**config.mk**
```make
export PLATFORM = sky130hd
export DESIGN_NAME = txtag_inserter
export DESIGN_NICKNAME = d
export VERILOG_FILES = /design/src/rtl/txtag_pkg.sv /design/src/rtl/txtag_ctx.sv /design/src/rtl/txtag_crc.sv /design/src/rtl/txtag_seq.sv /design/src/rtl/txtag_inserter.sv
export SDC_FILE = /design/constraint.sdc
export NUM_CORES = 1
export LEC_CHECK = 0
export ABC_AREA = 1
export CAP_MARGIN = 20
export CORE_MARGIN = 1
export CORE_UTILIZATION = 37
export DETAILED_ROUTE_END_ITERATION = 12
export PLACE_DENSITY = 0.57
export SKIP_CTS_REPAIR_TIMING = 1
export SYNTH_ARGS = -nofsm -noshare
export SYNTH_HDL_FRONTEND = slang
export SYNTH_HIERARCHICAL = 1
export SYNTH_SLANG_ARGS = --single-unit
```
**constraint.sdc**
```tcl
create_clock -name clk -period 3.55 [get_ports clk]
set_clock_uncertainty 0.15 [all_clocks]
set_input_delay 1.065 -clock clk [delete_from_list [all_inputs] [get_ports clk]]
set_output_delay 1.065 -clock clk [all_outputs]
set_load 0.1 [all_outputs]
```
**src/rtl/txtag_pkg.sv**
```systemverilog
package txtag_pkg;

  typedef enum logic [1:0] {
    PH_DATA = 2'd0,
    PH_TAG  = 2'd1,
    PH_FCS  = 2'd2
  } phase_e;

  typedef struct packed {
    logic        tag_on;
    logic        fcs_on;
    logic [15:0] tpid;
    logic [15:0] tag;
  } frame_ctx_t;

  // One byte of a reflected CRC, least significant bit first.
  function automatic logic [31:0] crc_byte(input logic [31:0] cur,
                                           input logic [7:0]  b,
                                           input logic [31:0] poly);
    logic [31:0] r;
    r = cur ^ {24'd0, b};
    for (int i = 0; i < 8; i++) begin
      r = r[0] ? ((r >> 1) ^ poly) : (r >> 1);
    end
    return r;
  endfunction

endpackage

```
**src/rtl/txtag_ctx.sv**
```systemverilog
module txtag_ctx
  import txtag_pkg::*;
(
  input  logic        clk,
  input  logic        rst_n,
  input  logic        cfg_tag_enable,
  input  logic [15:0] cfg_tpid,
  input  logic        in_tag_req,
  input  logic        in_fcs_req,
  input  logic [15:0] in_tag,
  input  logic        out_hs,
  input  logic        out_fin,
  output frame_ctx_t  ctx
);

  logic       in_frame_q, in_frame_n;
  frame_ctx_t held_q, held_n, live;
  logic       held_en;

  always_comb begin
    live.tag_on = cfg_tag_enable & in_tag_req;
    live.fcs_on = in_fcs_req | (cfg_tag_enable & in_tag_req);
    live.tpid   = cfg_tpid;
    live.tag    = in_tag;
  end

  // Track the live inputs while idle; freeze once the first byte has gone.
  assign held_en = ~in_frame_q;

  always_comb begin
    in_frame_n = in_frame_q;
    if (out_fin)     in_frame_n = 1'b0;
    else if (out_hs) in_frame_n = 1'b1;
    held_n = held_en ? live : held_q;
  end

  always_ff @(posedge clk or negedge rst_n) begin
    if (!rst_n) begin
      in_frame_q <= 1'b0;
      held_q     <= '0;
    end else begin
      in_frame_q <= in_frame_n;
      held_q     <= held_n;
    end
  end

  assign ctx = in_frame_q ? held_q : live;


  ctx_frozen_chk: assert property (@(posedge clk) disable iff (!rst_n)
    (in_frame_q && $past(in_frame_q)) |-> (ctx == $past(ctx)));

endmodule

```
**src/rtl/txtag_crc.sv**
```systemverilog
module txtag_crc
  import txtag_pkg::*;
#(
  parameter logic [31:0] POLY = 32'hEDB88320
) (
  input  logic        clk,
  input  logic        rst_n,
  input  logic        upd,
  input  logic        clr,
  input  logic [7:0]  din,
  output logic [31:0] crc_q
);

  logic [31:0] crc_n;

  always_comb begin
    crc_n = crc_q;
    if (clr)      crc_n = '1;
    else if (upd) crc_n = crc_byte(crc_q, din, POLY);
  end

  always_ff @(posedge clk or negedge rst_n) begin
    if (!rst_n) crc_q <= '1;
    else        crc_q <= crc_n;
  end


  crc_preset_chk: assert property (@(posedge clk) disable iff (!rst_n)
    $past(clr) |-> (crc_q == 32'hFFFF_FFFF));

endmodule

```
**src/rtl/txtag_seq.sv**
```systemverilog
module txtag_seq
  import txtag_pkg::*;
#(
  parameter int TAG_AFTER = 12
) (
  input  logic        clk,
  input  logic        rst_n,
  input  frame_ctx_t  ctx,
  input  logic [31:0] crc_q,
  input  logic        in_valid,
  output logic        in_ready,
  input  logic [7:0]  in_data,
  input  logic        in_last,
  output logic        out_valid,
  input  logic        out_ready,
  output logic [7:0]  out_data,
  output logic        out_last,
  output logic        out_hs,
  output logic        out_fin,
  output logic        crc_upd
);

  localparam int IDX_W = $clog2(TAG_AFTER + 1);
  localparam logic [IDX_W-1:0] IDX_HIT = IDX_W'(TAG_AFTER - 1);
  localparam logic [IDX_W-1:0] IDX_SAT = IDX_W'(TAG_AFTER);

  phase_e           phase_q, phase_n;
  logic [1:0]       sub_q, sub_n;
  logic [IDX_W-1:0] idx_q, idx_n;
  logic             done_q, done_n;
  logic [31:0]      fcs_word, tag_word;

  assign fcs_word = ~crc_q;
  assign tag_word = {ctx.tpid, ctx.tag};

  always_comb begin
    phase_n   = phase_q;
    sub_n     = sub_q;
    idx_n     = idx_q;
    done_n    = done_q;
    in_ready  = 1'b0;
    out_valid = 1'b0;
    out_data  = '0;
    out_last  = 1'b0;
    case (phase_q)
      PH_DATA: begin
        in_ready  = out_ready;
        out_valid = in_valid;
        out_data  = in_data;
        out_last  = in_last & ~ctx.fcs_on;
        if (in_valid && out_ready) begin
          if (in_last)               idx_n = '0;
          else if (idx_q != IDX_SAT) idx_n = idx_q + 1'b1;
          if (ctx.tag_on && idx_q == IDX_HIT) begin
            phase_n = PH_TAG;
            sub_n   = '0;
            done_n  = in_last;
          end else if (in_last && ctx.fcs_on) begin
            phase_n = PH_FCS;
            sub_n   = '0;
          end
        end
      end
      PH_TAG: begin
        out_valid = 1'b1;
        out_data  = tag_word[{~sub_q, 3'b000} +: 8];
        if (out_ready) begin
          sub_n = sub_q + 1'b1;
          if (sub_q == 2'd3) phase_n = done_q ? PH_FCS : PH_DATA;
        end
      end
      PH_FCS: begin
        out_valid = 1'b1;
        out_data  = fcs_word[{sub_q, 3'b000} +: 8];
        out_last  = (sub_q == 2'd3);
        if (out_ready) begin
          sub_n = sub_q + 1'b1;
          if (sub_q == 2'd3) begin
            phase_n = PH_DATA;
            done_n  = 1'b0;
          end
        end
      end
      default: phase_n = PH_DATA;
    endcase
  end

  assign out_hs  = out_valid & out_ready;
  assign out_fin = out_hs & out_last;
  assign crc_upd = out_hs & (phase_q != PH_FCS);

  always_ff @(posedge clk or negedge rst_n) begin
    if (!rst_n) begin
      phase_q <= PH_DATA;
      sub_q   <= '0;
      idx_q   <= '0;
      done_q  <= 1'b0;
    end else begin
      phase_q <= phase_n;
      sub_q   <= sub_n;
      idx_q   <= idx_n;
      done_q  <= done_n;
    end
  end


  ins_hold_chk: assert property (@(posedge clk) disable iff (!rst_n)
    (out_valid && !out_ready && phase_q != PH_DATA) |=> (out_valid && $stable(out_data)));


  tag_to_fcs_chk: assert property (@(posedge clk) disable iff (!rst_n)
    (out_hs && phase_q == PH_TAG && sub_q == 2'd3 && done_q) |=> (phase_q == PH_FCS));


  last_on_fcs_chk: assert property (@(posedge clk) disable iff (!rst_n)
    (out_valid && out_last && ctx.fcs_on) |-> (phase_q == PH_FCS && sub_q == 2'd3));


  tag_place_chk: assert property (@(posedge clk) disable iff (!rst_n)
    (phase_q == PH_TAG) |-> (idx_q == IDX_SAT || done_q));


  stall_chk: assert property (@(posedge clk) disable iff (!rst_n)
    (in_valid && in_ready && !$past(in_ready)) |-> ($past(out_hs) || !$past(out_valid) || $past(phase_q == PH_DATA) || phase_q == PH_DATA));

endmodule

```
**src/rtl/txtag_inserter.sv**
```systemverilog
module txtag_inserter
  import txtag_pkg::*;
#(
  parameter int          TAG_AFTER = 12,
  parameter logic [31:0] CRC_POLY  = 32'hEDB88320
) (
  input  logic        clk,
  input  logic        rst_n,
  input  logic        cfg_tag_enable,
  input  logic [15:0] cfg_tpid,
  input  logic        in_valid,
  output logic        in_ready,
  input  logic [7:0]  in_data,
  input  logic        in_last,
  input  logic        in_tag_req,
  input  logic        in_fcs_req,
  input  logic [15:0] in_tag,
  output logic        out_valid,
  input  logic        out_ready,
  output logic [7:0]  out_data,
  output logic        out_last
);

  frame_ctx_t  ctx;
  logic [31:0] crc_q;
  logic        out_hs, out_fin, crc_upd;

  txtag_ctx u_ctx (
    .clk            (clk),
    .rst_n          (rst_n),
    .cfg_tag_enable (cfg_tag_enable),
    .cfg_tpid       (cfg_tpid),
    .in_tag_req     (in_tag_req),
    .in_fcs_req     (in_fcs_req),
    .in_tag         (in_tag),
    .out_hs         (out_hs),
    .out_fin        (out_fin),
    .ctx            (ctx)
  );

  txtag_crc #(.POLY(CRC_POLY)) u_crc (
    .clk   (clk),
    .rst_n (rst_n),
    .upd   (crc_upd),
    .clr   (out_fin),
    .din   (out_data),
    .crc_q (crc_q)
  );

  txtag_seq #(.TAG_AFTER(TAG_AFTER)) u_seq (
    .clk       (clk),
    .rst_n     (rst_n),
    .ctx       (ctx),
    .crc_q     (crc_q),
    .in_valid  (in_valid),
    .in_ready  (in_ready),
    .in_data   (in_data),
    .in_last   (in_last),
    .out_valid (out_valid),
    .out_ready (out_ready),
    .out_data  (out_data),
    .out_last  (out_last),
    .out_hs    (out_hs),
    .out_fin   (out_fin),
    .crc_upd   (crc_upd)
  );

endmodule

```
==> impl_metrics.env, run 1 <==
export IMPL_grt_pass1_wl_mm=24.5
export IMPL_crit_type="in -> out"
export IMPL_antenna_found_initial=0
export IMPL_path_common_cell="nand2_2"
export IMPL_layout_nets=990
export IMPL_cts_sinks=76
export IMPL_wire_per_inst_um=13.4
export IMPL_worst_skew_pair_late_latency_ps=350
export IMPL_critPathMaxStageDelay_ps=470
export IMPL_worst_slew_pin_slew_ps=619
export IMPL_worst_path_max_delay_cell="clkdlybuf4s50_1"
export IMPL_area_growth_pct=32.3
export IMPL_cts_buffer_depth=2
export IMPL_io_pins=59
export IMPL_drtIter0Drc=288
export IMPL_period_needed_ps=3630
export IMPL_cts_tree="yes"
export IMPL_tns_ps=-122
export IMPL_syn_area_per_cell_um2=6.74
export IMPL_worstPathArrival_ps=2410
export IMPL_cts_root_buf="clkbuf_16"
export IMPL_wl_mm=15.1
export IMPL_fp_row_count=44
export IMPL_dp_hpwl_mm=11.0
export IMPL_synthArstFlopShare=1.00
export IMPL_synth_nets=877
export IMPL_cap_viol_max_count=0
export IMPL_dpl_cell_area_um2=6730
export IMPL_outcome="finished with violations"
export IMPL_grt_overflow_total=0
export IMPL_yosys_cell_types_count=42
export IMPL_numCtsBuffers=9
export IMPL_relSlewSlack=0.586
export IMPL_hold_class="reg -> reg"
export IMPL_antenna_cells=0
export IMPL_htree_levels=3
export IMPL_die_area_um2=15500
export IMPL_cp_max_fo=2
export IMPL_grt_pass1_vias=5009
export IMPL_drv_slew=0
export IMPL_drc=0
export IMPL_detail_route_antenna_nets=0
export IMPL_start_util=0.380
export IMPL_grt_max_degree=35
export IMPL_synth_seq_cells=76
export IMPL_synth_area_um2=5540
export IMPL_fin_ws_ps=-77.1
export IMPL_rsz0062_at_grt="true"
export IMPL_portBuffers=58
export IMPL_ys_seq_area_frac=0.350
export IMPL_final_common_cell="nand2_1"
export IMPL_synth_edf_count=0
export IMPL_path_cells="clkdlybuf4s50_1 -> nand2_2 -> nand2_2 -> inv_1 -> nand2_1 -> nand3_2 -> nand2_2 -> nand2_2 -> nand3_2 -> nand2_2 -> inv_2 -> buf_12"
export IMPL_place_gp_congestion=0.853
export IMPL_setup_violations=2
export IMPL_route_vias_total=5261
export IMPL_path_clk_slew_ps=60
export IMPL_final_area_um2=7330
export IMPL_core_um2=14600
export IMPL_crit_required_ps=2330
export IMPL_violations="setup timing"
export IMPL_die_w_um=124
export IMPL_startpoint_type="primary input"
export IMPL_grt_usage=0.198
export IMPL_fmax_mhz=276
export IMPL_dp_slack_ps=-239
export IMPL_fin_crit_sh=1.02
export IMPL_die_h_um=124
export IMPL_via_per_inst=4.68
export IMPL_drtPass1Iterations=5
export IMPL_layout_drive_gt1_share=0.267
export IMPL_final_cell_mix="nand2_1, inv_1, buf_4"
export IMPL_postSynthCellCount=822
export IMPL_hold_viol=0
export IMPL_ys_flop_type="dfrtp_1"
export IMPL_ys_warn_count=6
export IMPL_timing_critical_path_to_type="primary output"
-- layout make-up --
class | count | area (um2)
clock buffers | 11 | 253
clock inverters | 5 | 42.5
fillers | 1440 | 7260
inverters | 141 | 542
multi-input cells | 581 | 3010
flip-flops and latches | 76 | 1940
well taps | 184 | 230
repair buffers | 126 | 1320
-- sequential cells by signal, indices dropped and copies added (netlist names) --
| register | flops |
|---|---|
| u_ctx/in_frame_q | 1 |
| u_seq/phase_q | 2 |
| u_seq/sub_q | 2 |
| u_ctx/held_q | 34 |
| u_seq/done_q | 1 |
| u_crc/crc_q | 32 |
| u_seq/idx_q | 4 |
-- per-stage QoR --
step,hold slack (ps),util,std cells
final,316,0.503,1124
after floorplan,292,-,822
after CTS,328,0.482,1113
after global placement,310,0.461,1097
after global routing,336,0.503,1124
after detailed placement,313,0.461,1097
-- final timing paths --
kind                            slack (ps)             start               end  cells after the start
worst max-delay path                   -80         in_tag[7]       out_data[7]                     12
worst min-delay path                   320   u_ctx/held_q[2]   u_ctx/held_q[2]                      2
worst max register to register         260  u_seq/phase_q[0]   u_crc/crc_q[28]                     12
worst min register to register         320   u_ctx/held_q[2]   u_ctx/held_q[2]                      2
max in group asynchronous             2120             rst_n  u_ctx/held_q[16]                      2
min in group asynchronous              530             rst_n    u_seq/idx_q[0]                      1
-- synthesized netlist by cell type (2+ instances only) --
cell | n | area, um2
buf_4 | 6 | 45.0
nor3_1 | 2 | 10.0
nor2_1 | 34 | 128
a21oi_1 | 10 | 50.1
xnor2_1 | 9 | 78.8
xor2_1 | 23 | 201
clkinv_1 | 2 | 7.51
ha_1 | 7 | 87.6
dfstp_2 | 32 | 841
o21ai_1 | 5 | 25.0
buf_2 | 5 | 25.0
nand3b_1 | 2 | 15.0
o21ai_0 | 9 | 45.0
dfrtp_1 | 44 | 1100
inv_2 | 7 | 26.3
a21oi_2 | 2 | 17.5
or2_2 | 5 | 31.3
nand4_1 | 7 | 43.8
o22ai_1 | 12 | 75.1
nand2_1 | 325 | 1220
nand3_1 | 78 | 390
inv_1 | 129 | 484
nand2_2 | 30 | 188
nand2_4 | 9 | 101
buf_6 | 10 | 113
inv_4 | 2 | 12.5
-- metal layers --
metal / vias up / routed length [um] / share of wire / track usage
li1: 2723 / - / - / -
met1: 2402 / 7420 / 0.49 / 0.268
met2: 111 / 6680 / 0.44 / 0.318
met3: 25 / 591 / 0.039 / 0.0245
met4: 0 / 386 / 0.026 / 0.0879
met5: - / 0 / 0 / 0
-- worst max-delay path: cells and delay by family --
family	cells	cell delay (ps)
buf+inv	4	770
simple gates	8	560
-- cells by family (layout without fill, tap and decap cells) --
logic type	count (synthesis)	after routing	share of synthesized area
and+or+nand+nor	496	496	0.390
buffers and inverters	165	283	0.137
DFF	76	76	0.350
AOI/OAI and AO/OA	44	44	0.0490
xor gates and xnor gates	34	34	0.0585
adders and majority gates	7	7	0.0158
Power of run 1 is not shown: default switching activity piles up to over one toggle a cycle in this logic, so the estimate is an artifact.
==> run 2: changes to the inputs <==
--- a/config.mk
+++ b/config.mk
@@ -6,11 +6,11 @@
 export NUM_CORES = 1
 export LEC_CHECK = 0
 export ABC_AREA = 1
-export CAP_MARGIN = 20
 export CORE_MARGIN = 1
 export CORE_UTILIZATION = 37
 export DETAILED_ROUTE_END_ITERATION = 12
 export PLACE_DENSITY = 0.57
+export SETUP_SLACK_MARGIN = 0.2
 export SKIP_CTS_REPAIR_TIMING = 1
 export SYNTH_ARGS = -nofsm -noshare
 export SYNTH_HDL_FRONTEND = slang
==> constraint.sdc (replaced) <==
create_clock -name clk -period 4.6 [get_ports clk]
set_clock_uncertainty 0.15 [all_clocks]
set_input_delay 1.38 -clock clk [delete_from_list [all_inputs] [get_ports clk]]
set_output_delay 1.38 -clock clk [all_outputs]
set_load 0.1 [all_outputs]
==> run 2 against run 1 <==
Sequential cell count unchanged. Critical path depth unchanged. Register-to-register slack improved by 630 ps. Critical path type unchanged. Die area unchanged. First-iteration DRC count up 1.7%. Cell area decreased by 7.2%. The flow now finishes without violations. Cell count down 4.1%. Highest routed layer unchanged.
==> impl_metrics.env, run 2 (synthesized netlist as in run 1, its figures left out) <==
export IMPL_final_common_cell="nand2_1"
export IMPL_die_area_um2=15500
export IMPL_rrSetupSlack_ps=890
export IMPL_grt_usage=0.197
export IMPL_hold_class="reg -> reg"
export IMPL_fin_crit_sh=0.943
export IMPL_place_gp_congestion=0.836
export IMPL_route_vias_total=5075
export IMPL_drv_slew=0
export IMPL_cap_viol_max_count=0
export IMPL_core_um2=14600
export IMPL_htree_levels=3
export IMPL_post_route_util=0.466
export IMPL_area_growth_pct=22.8
export IMPL_cp_max_fo=3
export IMPL_dp_slack_ps=173
export IMPL_min_path_cells=2
export IMPL_relSlewSlack=0.335
export IMPL_rsz0062_at_grt="true"
export IMPL_setup_violations=0
export IMPL_antenna_found_initial=0
export IMPL_grt_pass1_vias=4743
export IMPL_largest_register="u_ctx/held_q"
export IMPL_via_per_inst=4.71
export IMPL_outcome="completed"
export IMPL_largest_reg_flops=34
export IMPL_drc=0
export IMPL_dpl_cell_area_um2=6310
export IMPL_start_util=0.380
export IMPL_rr_endpoint="u_crc/crc_q[17]"
export IMPL_detail_route_antenna_nets=0
export IMPL_grt_pass1_wl_mm=24.3
export IMPL_cts_root_buf="clkbuf_16"
export IMPL_cts_buffer_depth=2
export IMPL_worst_skew_pair_late_latency_ps=350
export IMPL_die_w_um=124
export IMPL_fmax_mhz=231
export IMPL_min_from="u_ctx/held_q[23]"
export IMPL_layout_drive_gt1_share=0.196
export IMPL_io_pins=59
export IMPL_top_regs="u_ctx/held_q: 34 flops, u_crc/crc_q: 32 flops, u_seq/idx_q: 4 flops"
export IMPL_die_h_um=124
export IMPL_hold_viol=0
export IMPL_timing_critical_path_to_type="primary output"
export IMPL_tns_ps=0
export IMPL_wl_met3_um=511
export IMPL_worst_slew_pin_slew_ps=997
export IMPL_cts_tree="yes"
export IMPL_dp_hpwl_mm=10.2
export IMPL_final_area_um2=6800
export IMPL_met2WireLength_mm=6.33
export IMPL_antenna_cells=0
export IMPL_fin_ws_ps=264
export IMPL_portBuffers=58
export IMPL_final_cell_mix="nand2_1, inv_1, nand3_1"
export IMPL_numCtsBuffers=9
export IMPL_period_needed_ps=4340
export IMPL_drtIter0Drc=293
export IMPL_wl_met1_mm=7.54
export IMPL_wl_mm=14.7
export IMPL_drtPass1Iterations=6
export IMPL_grt_overflow_total=0
export IMPL_fp_row_count=44
export IMPL_crit_type="in -> out"
export IMPL_cts_sinks=76
export IMPL_crit_required_ps=3070
export IMPL_layout_nets=944
export IMPL_path_clk_slew_ps=60
export IMPL_wire_per_inst_um=13.6
export IMPL_r2r_start="u_seq/phase_q[0]"
export IMPL_holdPathEnd="u_ctx/held_q[23]"
export IMPL_startpoint_type="primary input"
export IMPL_grt_max_degree=77
export IMPL_worstPathArrival_ps=2810
export IMPL_r2r_cells=13
export IMPL_top_layer="met4"
run 2: cell types whose count changed in the layout (fill, tap and decap cells not counted), sizes merged:
cell,previous run,this run
dlymetal6s2s,27,8
clkinv,4,2
inv,141,140
clkdlybuf4s50,19,38
clkinvlp,1,3
bufinv,0,1
buf,80,34
run 2: worst max path at each step:
stage	slack (ps)	from	end
after floorplan	420	in_fcs_req	out_last
after global placement	170	cfg_tpid[2]	out_data[2]
after detailed placement	170	cfg_tpid[2]	out_data[2]
after CTS	160	cfg_tpid[2]	out_data[2]
after global routing	180	in_tag[13]	out_data[5]
final	260	cfg_tpid[14]	out_data[6]
run 2: layout make-up:
type                            count  area (um2)
Clock buffer                       11         233
Clock inverter                      5        61.3
Fill cell                        1512        7780
Inverter                          141         544
Multi-Input combinational cell    581        2920
Sequential cell                    76        1940
Tap cell                          184         230
Timing Repair Buffer               80         873
run 2: worst max-delay path, cell delays in order:
cell             delay, ps
clkdlybuf4s50_1        450
nand2_1                 60
nand2_2                 90
inv_2                   30
nand2_2                 60
nand3_2                 90
nand2_1                 80
nand2_1                 70
nand3_1                110
nand2_1                 80
inv_2                  120
buf_12                 180
run 2: per-stage QoR:
stage	std cells	hold slack [ps]
after floorplan	822	292
after global placement	1048	309
after detailed placement	1048	313
after CTS	1064	328
after global routing	1078	334
final	1078	318
run 2: layer usage:
metal,vias up,GRT usage
met5,-,0
met4,0,0.0829
met3,18,0.0296
met2,101,0.302
met1,2325,0.276
li1,2631,-
Power of run 2 is left out for the same reason.
